File: src/rtl/toggle_poll_ctrl.sv
module toggle_poll_ctrl #(
  parameter int AW = 23,
  parameter int DW = 16,
  parameter logic [AW-1:0] POLL_ADDR = '0,
  parameter int MAX_PAIRS = 0
) (
  input  logic          clk,
  input  logic          rst_n,
  input  logic          start,
  output logic          bus_req,
  output logic          bus_we,
  output logic [AW-1:0] bus_addr,
  output logic [DW-1:0] bus_wdata,
  input  logic [DW-1:0] bus_rdata,
  input  logic          bus_ready,
  output logic          done,
  output logic          pass,
  output logic          fail
);

  localparam int CW = (MAX_PAIRS < 2) ? 1 : $clog2(MAX_PAIRS + 1);
  localparam logic [DW-1:0] RST_CMD = DW'(8'hF0);

  typedef enum logic [2:0] {S_IDLE, S_RD1, S_RD2, S_WR, S_DONE} st_t;

  st_t st;
  logic first6, recheck, limit_hit;
  logic [CW-1:0] pairs;

  wire toggled = bus_rdata[6] ^ first6;
  wire dq5     = bus_rdata[5];
  wire can_go  = (st == S_IDLE) || (st == S_DONE);

  assign bus_req   = (st == S_RD1) || (st == S_RD2) || (st == S_WR);
  assign bus_we    = (st == S_WR);
  assign bus_addr  = POLL_ADDR;
  assign bus_wdata = bus_we ? RST_CMD : '0;

  generate
    if (MAX_PAIRS > 0) begin : g_limit
      assign limit_hit = (pairs == CW'(MAX_PAIRS - 1));
    end else begin : g_nolimit
      assign limit_hit = 1'b0;
    end
  endgenerate

  always_ff @(posedge clk or negedge rst_n) begin
    if (!rst_n) begin
      st      <= S_IDLE;
      first6  <= 1'b0;
      recheck <= 1'b0;
      pairs   <= '0;
      done    <= 1'b0;
      pass    <= 1'b0;
      fail    <= 1'b0;
    end else begin
      case (st)
        S_IDLE, S_DONE: begin
          if (start && can_go) begin
            st      <= S_RD1;
            recheck <= 1'b0;
            pairs   <= '0;
            done    <= 1'b0;
            pass    <= 1'b0;
            fail    <= 1'b0;
          end
        end
        S_RD1: begin
          if (bus_ready) begin
            first6 <= bus_rdata[6];
            st     <= S_RD2;
          end
        end
        S_RD2: begin
          if (bus_ready) begin
            if (!toggled) begin
              st   <= S_DONE;
              done <= 1'b1;
              pass <= 1'b1;
            end else if (recheck) begin
              st <= S_WR;
            end else if (dq5) begin
              recheck <= 1'b1;
              st      <= S_RD1;
            end else if (limit_hit) begin
              st <= S_WR;
            end else begin
              pairs <= pairs + 1'b1;
              st    <= S_RD1;
            end
          end
        end
        S_WR: begin
          if (bus_ready) begin
            st   <= S_DONE;
            done <= 1'b1;
            fail <= 1'b1;
          end
        end
        default: st <= S_IDLE;
      endcase
    end
  end

endmodule


File: config.mk
export PLATFORM = sky130hd
export DESIGN_NAME = toggle_poll_ctrl
export DESIGN_NICKNAME = d
export VERILOG_FILES = /design/src/rtl/toggle_poll_ctrl.sv
export SDC_FILE = /design/constraint.sdc
export NUM_CORES = 1
export LEC_CHECK = 0
export CAP_MARGIN = 10
export CELL_PAD_IN_SITES_DETAIL_PLACEMENT = 0
export CELL_PAD_IN_SITES_GLOBAL_PLACEMENT = 1
export CORE_MARGIN = 2
export CORE_UTILIZATION = 21
export CTS_BUF_LIST = sky130_fd_sc_hd__clkbuf_8
export DETAILED_ROUTE_END_ITERATION = 10
export PLACE_DENSITY_LB_ADDON = 0.1
export SLEW_MARGIN = 20
export SYNTH_ARGS = -nofsm -noshare
export SYNTH_HDL_FRONTEND = slang
export SYNTH_SLANG_ARGS = --single-unit
File: constraint.sdc
create_clock -name clk -period 1.34 [get_ports clk]
set_input_delay 0.201 -clock clk [delete_from_list [all_inputs] [get_ports clk]]
set_output_delay 0.201 -clock clk [all_outputs]
set_load 0.01 [all_outputs]
After elaboration in Yosys (flattened, before gate mapping)
Index checks and enable logic that the tools add are counted.
{ "word_totals": {"ff_bits": 8, "inputBits": 20, "wordCells": 52} }
{ "classes": {"n_eq_ne": 10, "mux": 20, "bitwise": 1, "reduce_logical": 15} }
{ "op_table": {"columns": ["operator", "n"], "rows": [
  ["2-to-1 mux 3 bit", 5],
  ["one-hot mux 3 bit (4 select lines)", 1],
  ["AND reduction 4 bit", 3],
  ["inequality test 2 bit (second input constant)", 5],
  ["2-to-1 mux 1 bit", 8],
  ["2-to-1 mux 8 bit", 1],
  ["== test 3 x 2 -> 1 bit (second input constant)", 2],
  ["one-hot mux 1 bit (2 select lines)", 3],
  ["AND reduction 5 bit", 1],
  ["nonzero test 2 bit", 2],
  ["== test 3 x 1 -> 1 bit (second input constant)", 1],
  ["== test 3 bit (second input constant)", 1],
  ["zero test 3 bit", 1],
  ["logical OR 1 bit", 3],
  ["one-hot mux 1 bit (3 select lines)", 1],
  ["AND reduction 3 bit", 1],
  ["nonzero test 3 bit", 1],
  ["2-to-1 mux 2 bit", 1],
  ["inequality test 2 x 1 -> 1 bit (second input constant)", 1],
  ["AND reduction 2 bit", 1],
  ["OR reduction 2 bit", 1],
  ["logical AND 1 bit", 1],
  ["XOR 1 bit", 1]
]} }

Longest topological paths before layout
Gate-level depths: netlist of run 1.
{ "logic_depth": {"depth_word": 5, "ltp_mapped": 4, "mapped_depth_nobuf": 3} }

Worst setup path after synthesis of run 1
OpenSTA, ideal clock, no wires.
{ "synth_timing": {"path_type": "register to output", "from": "register st[2]", "to": "output port bus_wdata[4]", "t_arrival_ps": 1032, "required_ps": 1139, "path_slack_ps": 107, "path_stages_with_launch": 4, "path_cell_list": "dfrtp_1 > nand2b_1 > nor2_1 > buf_4"} }
{ "synth_via": {"elab_chain_len": 2} }
{ "synth_rtl": {"columns": ["item", "line_no", "rtl"], "rows": [
  ["start: declaration", "26", "st_t st;"],
  ["start signal: assignment", "49", "st <= S_IDLE;"],
  ["start signal: assignment", "60", "st <= S_RD1;"],
  ["start signal: assignment", "71", "st <= S_RD2;"],
  ["== test 3 x 2 -> 1 bit", "35", "assign bus_we = (st == S_WR);"],
  ["named net bus_we", "11", "output logic bus_we,"],
  ["2-to-1 mux 8 bit", "37", "assign bus_wdata = bus_we ? RST_CMD : '0;"],
  ["end: declaration", "13", "output logic [DW-1:0] bus_wdata,"]
]} }
The timed path passes the listed nets, and every way through them passes these cells.

Worst setup path in the final report of run 1
{ "layout_timing": {"from": "register st[0]", "to": "register recheck"} }
{ "layout_via": {"elab_chain_len": 5, "word_cells_on_any_way": 12, "cone_classes": "eq/ne (5); mux (1); reduce/logical (6)"} }
{ "layout_rtl": {"columns": ["item", "line_no", "rtl"], "rows": [
  ["== test 3 bit or zero test 3 bit (tied branches)", "32, 57", null],
  ["logical OR 1 bit", "32", "wire can_go = (st == S_IDLE) || (st == S_DONE);"],
  ["logical AND 1 bit", "59", "if (start && can_go) begin"],
  ["inequality test 2 bit (no line)", null, null],
  ["AND reduction 4 bit (no line)", null, null],
  ["end signal: assignment", "51", "recheck <= 1'b0;"],
  ["end signal: assignment", "61", "recheck <= 1'b0;"],
  ["end signal: assignment", "83", "recheck <= 1'b1;"],
  ["end: declaration", "27", "logic first6, recheck, limit_hit;"]
]} }
Several ways; a longest one is shown, not always the timed one.
A chain may end at the register's enable or synchronous reset.

==> results of run 1 <==
-- layout make-up --
cell class	count	area share
Tap cell	44	0.06929
Timing Repair Buffer	20	0.2047
Sequential cell	8	0.2520
Clock buffer	3	0.05197
Multi-Input combinational cell	65	0.4173
Inverter	1	0.004724
-- logic make-up after synthesis --
family | after synthesis
multiplexers | 1
AND/OR/NAND/NOR | 19
flip-flops | 8
XOR/XNOR | 1
other | 1
AO/OA/AOI/OAI | 9
buffers and inverters | 42
-- worst register-to-register path: cells and delay by family (launching register included) --
family,cells,cell delay (ns)
simple gates,1,0.41
flops,1,0.41
compound gates,1,0.21
buf+inv,1,0.16
-- state kept, by name (all words and copies together), names as in the netlist --
signal / flops
st: 3
done: 1
fail: 1
first6: 1
pass: 1
recheck: 1
-- routing by layer --
layer,global-route usage,vias up,part of all wire
li1,-,221,-
met1,0.09296,189,0.48
met2,0.09774,32,0.41
met3,0.02899,0,0.11
met4,0.02736,0,0
met5,0,-,0
-- power by group --
group | internal, uW | switching, uW | leakage (uW)
sequential | 340 | 64.5 | 0.000105
combinational | 368 | 390 | 0.000314
clock | 194 | 91.3 | 0.0000216
total | 902 | 546 | 0.000441
-- stage by stage --
step           setup slack [ns]  total power, uW  TNS [ns]  hold WS (ns)  area, sq um
6_report                0.04911             1449         0        0.2700        794.5
5_1_grt                0.003478             1599         0        0.3164        794.5
3_3_place_gp            -0.1872             1202    -1.244        0.4891        760.7
4_1_cts                -0.06810             1469   -0.3317        0.2840        800.8
3_5_place_dp            -0.1999             1199    -1.281        0.4914        760.7
2_1_floorplan            0.1074            949.5         0      -0.09459        829.5
-- cells in the final DEF, fill, tap and decap left out, drive strengths merged --
| cell | netlist | final |
|---|---|---|
| dfrtp | 8 | 8 |
| dlymetal6s2s | 0 | 2 |
| mux2 | 1 | 1 |
| and3b | 1 | 1 |
| a22o | 1 | 1 |
| conb | 1 | 35 |
| a21oi | 2 | 2 |
| nor3 | 1 | 1 |
| nor2 | 8 | 8 |
| nor3b | 1 | 1 |
| a32o | 1 | 1 |
| a21o | 1 | 1 |
| clkbuf | 0 | 9 |
| nand3b | 1 | 1 |
| clkdlybuf4s50 | 0 | 5 |
| nand2 | 2 | 2 |
| dlygate4sd2 | 0 | 1 |
| xnor2 | 1 | 1 |
| buf | 41 | 6 |
| and4bb | 1 | 1 |
| or3b | 1 | 1 |
| inv | 1 | 1 |
| or2 | 1 | 1 |
| o21ai | 4 | 4 |
| nand2b | 2 | 2 |
-- path summary, 6_finish.rpt --
kind	slack, ns	cells past startpoint	start	end
worst min register to register	0.49	2	pass	pass
worst max register to register	0.05	3	st[0]	recheck
min in group clk	0.49	2	pass	pass
max in group asynchronous	0.78	1	rst_n	st[2]
worst max-delay path	0.05	3	st[0]	recheck
worst min-delay path	0.27	1	rst_n	st[1]
-- what timing repair did --
action,in CTS,in global routing
pin swaps,0,2
endpoints found under the setup margin,7,9
endpoints found under the hold margin,0,0
setup buffers,0,0
gates resized for setup,10,15
==> metrics.md, run 1 <==
| Metric | Value |
|---|---|
| Most area-consuming cells after synthesis | `buf_4, dfrtp_1, nor2_1, o21ai_1, and4bb_1` |
| Die area | `3821 sq um` |
| Final cell count without fillers | `141` |
| NumNets Final | `119` |
| Vias | `442` |
| Gr ovfl total | `0` |
| Final period util | `0.9633` |
| Placed Cells | `138` |
| Wirelength per Cell | `8.709 microns` |
| Final Util | `0.2540` |
| Xor/xnor share of the synthesized area | `0.01248` |
| WP buf/inv | `1` |
| Buffers on Ports | `14` |
| # setup viols final | `0` |
| CP Max Fanout | `9` |
| Skew final | `0.004474 ns` |
| Remaining antenna violation count | `0` |
| Outcome | `finished clean` |
| Post-synth top cells | `buf_4, dfrtp_1, nor2_1` |
| Multi-input gate area | `331.6 sq um` |
| Total CTS buffers | `3` |
| Dpl hpwl | `970.2 microns` |
| Simple-Gate Fraction of Synth Area | `0.1551` |
| CP top delay family | `flip-flops` |
| Sequential share of the synthesized area | `0.2852` |
| LEAKAGE | `0.0004408 uW` |
| Total wire length | `1228 microns` |
| Min Clock Period, post-route | `1.291 ns` |
| Main synth FF type | `dfrtp_1` |
| CTS Sinks | `8` |
| CTS H-tree depth | `1` |
| Final Hold Fails | `0` |
| Compound-Gate Fraction of Synth Area | `0.08021` |
| Max Buffers Root-to-Sink | `2` |
| Clock slew at reported path FFs | `0.04 ns` |
| Most frequent cell after synthesis | `buf_4` |
| GP Congestion | `0.7131` |
| GRT Total Usage | `0.06914` |
| Mean Syn Cell Area | `8.666 sq um` |
| Initial antenna violation count | `0` |
| Type of origin of the critical path | `flop` |
| Post-synthesis adder-cell area fraction | `0` |
| Max-slew violations | `0` |
| Fmax | `0.7747 GHz` |
| Vias per std cell | `3.135` |
| CTS tree | `built` |
| CTS Root Cell | `clkbuf_8` |
| Diodes inserted | `0` |
| Worst Path Class, Setup | `flop to flop` |
| Largest area contributor in the netlist | `buf_4` |
| FP Rows | `20` |
| Total iterations of the first detailed-routing run | `3` |
| IO Count | `64` |
| Worst path required time | `1.45 ns` |
| Sequence of cells on the critical path | `buf_6 -> or3b_4 -> a32o_1` |
| Mux cell area share after synthesis | `0.01604` |
| Height of the die | `61.82 microns` |
| CP max stage cell | `dfrtp_1` |
| Synth Cell Area | `701.9 sq um` |
| Flip-flop and latch area | `200.2 sq um` |
| Maximum VDD drop | `0.4781 mV` |
| WP data arrival | `1.40 ns` |
| Critical path's largest stage delay | `0.41 ns` |
| Ys async rst share | `1.000` |
| Worst setup EP type | `flop` |
| Post-Synthesis Cells | `81` |
| Initial Utilization | `0.2244` |
| DRC | `0` |
| Hold Crit Class | `primary input to async pin` |
| Initial DRC Count | `3` |
| Core Region | `3128 sq um` |
| Unrepaired setup endpoints after global routing | `false` |
| Clock Latency Late Sink | `0.23 ns` |
| Yosys warns | `0` |
| EDFF count, synth | `0` |
| Max-Cap Viols | `0` |
| Layout fillers | `359` |
| Largest net degree at the start of global routing | `10` |
| Layout area overhead | `13.19%` |
| Vias in the first global route | `380` |
| Yosys top cell area share | `0.4171` |
| Hold_buf cts | `0` |
| Die span in x | `61.82 microns` |
| Pwr dens | `1823 nW/um^2` |
| Flops & latches, synth | `8` |
| Main combinational cell family by area after synthesis | `buffers and inverters` |
| Distinct cell type count after synthesis | `24` |
| Share of layout cells above drive strength 1 | `0.1856` |
| First-pass GRT wire length | `1842 microns` |
(Power assumes the default switching activity.)
==> inputs of run 2 (changes only) <==
--- a/config.mk
+++ b/config.mk
@@ -9,7 +9,7 @@
 export CELL_PAD_IN_SITES_DETAIL_PLACEMENT = 0
 export CELL_PAD_IN_SITES_GLOBAL_PLACEMENT = 1
 export CORE_MARGIN = 2
-export CORE_UTILIZATION = 21
+export CORE_UTILIZATION = 22
 export CTS_BUF_LIST = sky130_fd_sc_hd__clkbuf_8
 export DETAILED_ROUTE_END_ITERATION = 10
 export PLACE_DENSITY_LB_ADDON = 0.1
==> constraint.sdc (replaced) <==
create_clock -name clk -period 1.5 [get_ports clk]
set_input_delay 0.225 -clock clk [delete_from_list [all_inputs] [get_ports clk]]
set_output_delay 0.225 -clock clk [all_outputs]
set_load 0.01 [all_outputs]
==> run 2 against run 1 <==
Critical path type is now flop to primary output. Worst setup slack better by 0.017 ns. Via count is 0.68% higher. Cell area is 0.31% higher. Global-route usage is 0.10 points lower. Non-clock buffer count is 1 lower. Core utilization is 0.71 points higher. Sequential share of layout area is 0.079 points lower. Total power is 12% lower. Die area is 4.3% lower. Sequential power is 13% lower. Register-to-register slack better by 0.17 ns. Flip-flop and latch count stayed put. Highest routed layer unchanged.
==> metrics.md, run 2 (same netlist as run 1, synthesis figures left out) <==
| Metric | Value |
|---|---|
| Outcome | `finished clean (unchanged)` |
| Min Clock Period, post-route | `1.433 ns` |
| Hold_buf cts | `0 (unchanged)` |
| First-pass GRT wire length | `1745 microns (was 1842 microns)` |
| Largest net degree at the start of global routing | `10 (unchanged)` |
| Hold Crit Class | `primary input to async pin (unchanged)` |
| Most frequent cells in the layout | `conb_1, dfrtp_1, clkdlybuf4s50_1, nor2_1, buf_4 (was conb_1, dfrtp_1, nor2_1, clkbuf_2)` |
| Most common cell after layout, fill and taps aside | `conb_1 (unchanged)` |
| Hold WS | `0.2993 ns (was 0.2700 ns)` |
| CTS H-tree depth | `1 (unchanged)` |
| Initial antenna violation count | `0 (unchanged)` |
| IO Count | `64 (unchanged)` |
| NumNets Final | `118 (was 119)` |
| Initial DRC Count | `13 (was 3)` |
| Total wire length | `1226 microns (was 1228 microns)` |
| Max Buffers Root-to-Sink | `2 (unchanged)` |
| Vias per std cell | `3.179 (was 3.135)` |
| Skew final | `0.004335 ns (was 0.004474 ns)` |
| Total power | `1281 uW (was 1449 uW)` |
| DRC | `0 (unchanged)` |
| Gr ovfl total | `0 (unchanged)` |
| Die area | `3658 sq um (was 3821 sq um)` |
| Type of origin of the critical path | `flop (unchanged)` |
| Multi-input gate area | `324.1 sq um (was 331.6 sq um)` |
| FP Rows | `20 (unchanged)` |
| LEAKAGE | `0.0004085 uW (was 0.0004408 uW)` |
| Final Cell Area | `797.0 sq um (was 794.5 sq um)` |
| Wirelength per Cell | `8.757 microns (was 8.709 microns)` |
| Die span in x | `60.49 microns (was 61.82 microns)` |
| WP buf/inv | `1 (unchanged)` |
| # setup viols final | `0 (unchanged)` |
| Max-slew violations | `0 (unchanged)` |
| Final Hold Fails | `0 (unchanged)` |
| Remaining antenna violation count | `0 (unchanged)` |
| Clock Latency Late Sink | `0.23 ns (about the same)` |
| Fmax | `0.6976 GHz` |
| Total CTS buffers | `3 (unchanged)` |
| Pwr dens | `1608 nW/um^2 (was 1823 nW/um^2)` |
| CP Max Fanout | `5 (was 9)` |
| CTS Root Cell | `clkbuf_8 (unchanged)` |
| Final period util | `0.9556` |
| Placed cell areas | `753.2 sq um (was 760.7 sq um)` |
| CTS Sinks | `8 (unchanged)` |
| Reg with most FFs | `st (unchanged)` |
| Unrepaired setup endpoints after global routing | `true (was false)` |
| Max-Cap Viols | `0 (unchanged)` |
| CP top delay family | `flip-flops (unchanged)` |
| GP Congestion | `0.7331 (was 0.7131)` |
| Critical path's largest stage delay | `0.36 ns (was 0.41 ns)` |
| Layout area overhead | `13.55% (was 13.19%)` |
| Buffers on Ports | `14 (unchanged)` |
| Sequence of cells on the critical path | `nand2b_1 -> nor2_4 -> dlygate4sd2_1 (was buf_6 -> or3b_4 -> a32o_1)` |
| Clock slew at reported path FFs | `0.04 ns (about the same)` |
| WP data arrival | `1.21 ns (was 1.40 ns)` |
| Flip-flop and latch area | `200.2 sq um (unchanged)` |
| GRT Total Usage | `0.06813 (was 0.06914)` |
| Final cell count without fillers | `140 (was 141)` |
| Vias | `445 (was 442)` |
| Worst Path Class, Setup | `flop to primary output (was flop to flop)` |
| Initial Utilization | `0.2299 (was 0.2244)` |
| Worst path required time | `1.27 ns (was 1.45 ns)` |
| Maximum VDD drop | `0.3563 mV (was 0.4781 mV)` |
| Share of layout cells above drive strength 1 | `0.1042 (was 0.1856)` |
| Diodes inserted | `0 (unchanged)` |
| Layout fillers | `348 (was 359)` |
| Number of flip-flops in the largest register | `3 (unchanged)` |
| Total iterations of the first detailed-routing run | `2 (was 3)` |
| Dpl hpwl | `963.8 microns (was 970.2 microns)` |
| Worst setup EP type | `primary output (was flop)` |
| Core Region | `3053 sq um (was 3128 sq um)` |
| CTS tree | `built (unchanged)` |
| CP max stage cell | `dfrtp_1 (unchanged)` |
| Height of the die | `60.49 microns (was 61.82 microns)` |
| Placed Cells | `137 (was 138)` |
| Vias in the first global route | `373 (was 380)` |
==> run 2: cell count changes in the layout (fill, tap and decap cells not counted) <==
cell / previous run / this run
clkdlybuf4s15_1: 0 / 2
dlygate4sd2_1: 1 / 4
buf_6: 1 / 0
dlymetal6s2s_1: 2 / 0
clkdlybuf4s50_1: 5 / 8
nand2b_4: 1 / 0
nand2b_1: 1 / 2
clkbuf_2: 6 / 0
==> run 2: per-layer routing <==
metal	track usage	vias to the layer above	part of all wire
li1	-	217	-
met1	0.09221	198	0.47
met2	0.09783	30	0.44
met3	0.01919	0	0.093
met4	0.03727	0	0
met5	0	-	0
==> run 2: area by class of cell <==
cell class                 count  share of cell area
clock buffer                   3             0.05181
inverter                       1            0.004710
multi-input combinational     65              0.4066
sequential                     8              0.2512
tap                           44             0.06907
timing repair buffer          19              0.2166
==> run 2: path summary, 6_finish.rpt <==
check,from,endpoint,slack (ns),depth (start not counted)
worst min register to register,pass,pass,0.49,2
max in group asynchronous,rst_n,pass,0.91,1
worst max register to register,st[1],first6,0.22,3
worst max-delay path,st[2],bus_wdata[7],0.07,3
worst min-delay path,rst_n,st[1],0.30,1
min in group clk,pass,pass,0.49,2
==> run 2: worst register-to-register path, stage by stage (launching register included) <==
cell	delay [ns]
dfrtp_1	0.37
buf_4	0.16
and4bb_1	0.31
mux2_1	0.33
==> run 2: timing repair <==
| item | CTS | global route |
|---|---|---|
| endpoints found under the setup margin | 6 | 6 |
| gates resized for setup | 7 | 3 |
| setup buffers | 0 | 0 |
| pin swaps | 0 | 1 |
==> run 2: where the power goes <==
group	switching (uW)	leakage [uW]	internal, uW	total, uW
sequential	47.1	0.000105	304	351
clock	85.2	0.0000216	174	259
combinational	346	0.000282	325	671
==> run 2: stage by stage <==
step	setup TNS [ns]	setup slack, ns	utilization
2_1_floorplan	0	0.2434	-
3_3_place_gp	-0.2479	-0.05035	0.2467
3_5_place_dp	-0.4034	-0.08250	0.2467
4_1_cts	0	0.05576	0.2586
5_1_grt	-0.04207	-0.01135	0.2611
6_report	0	0.06656	0.2611
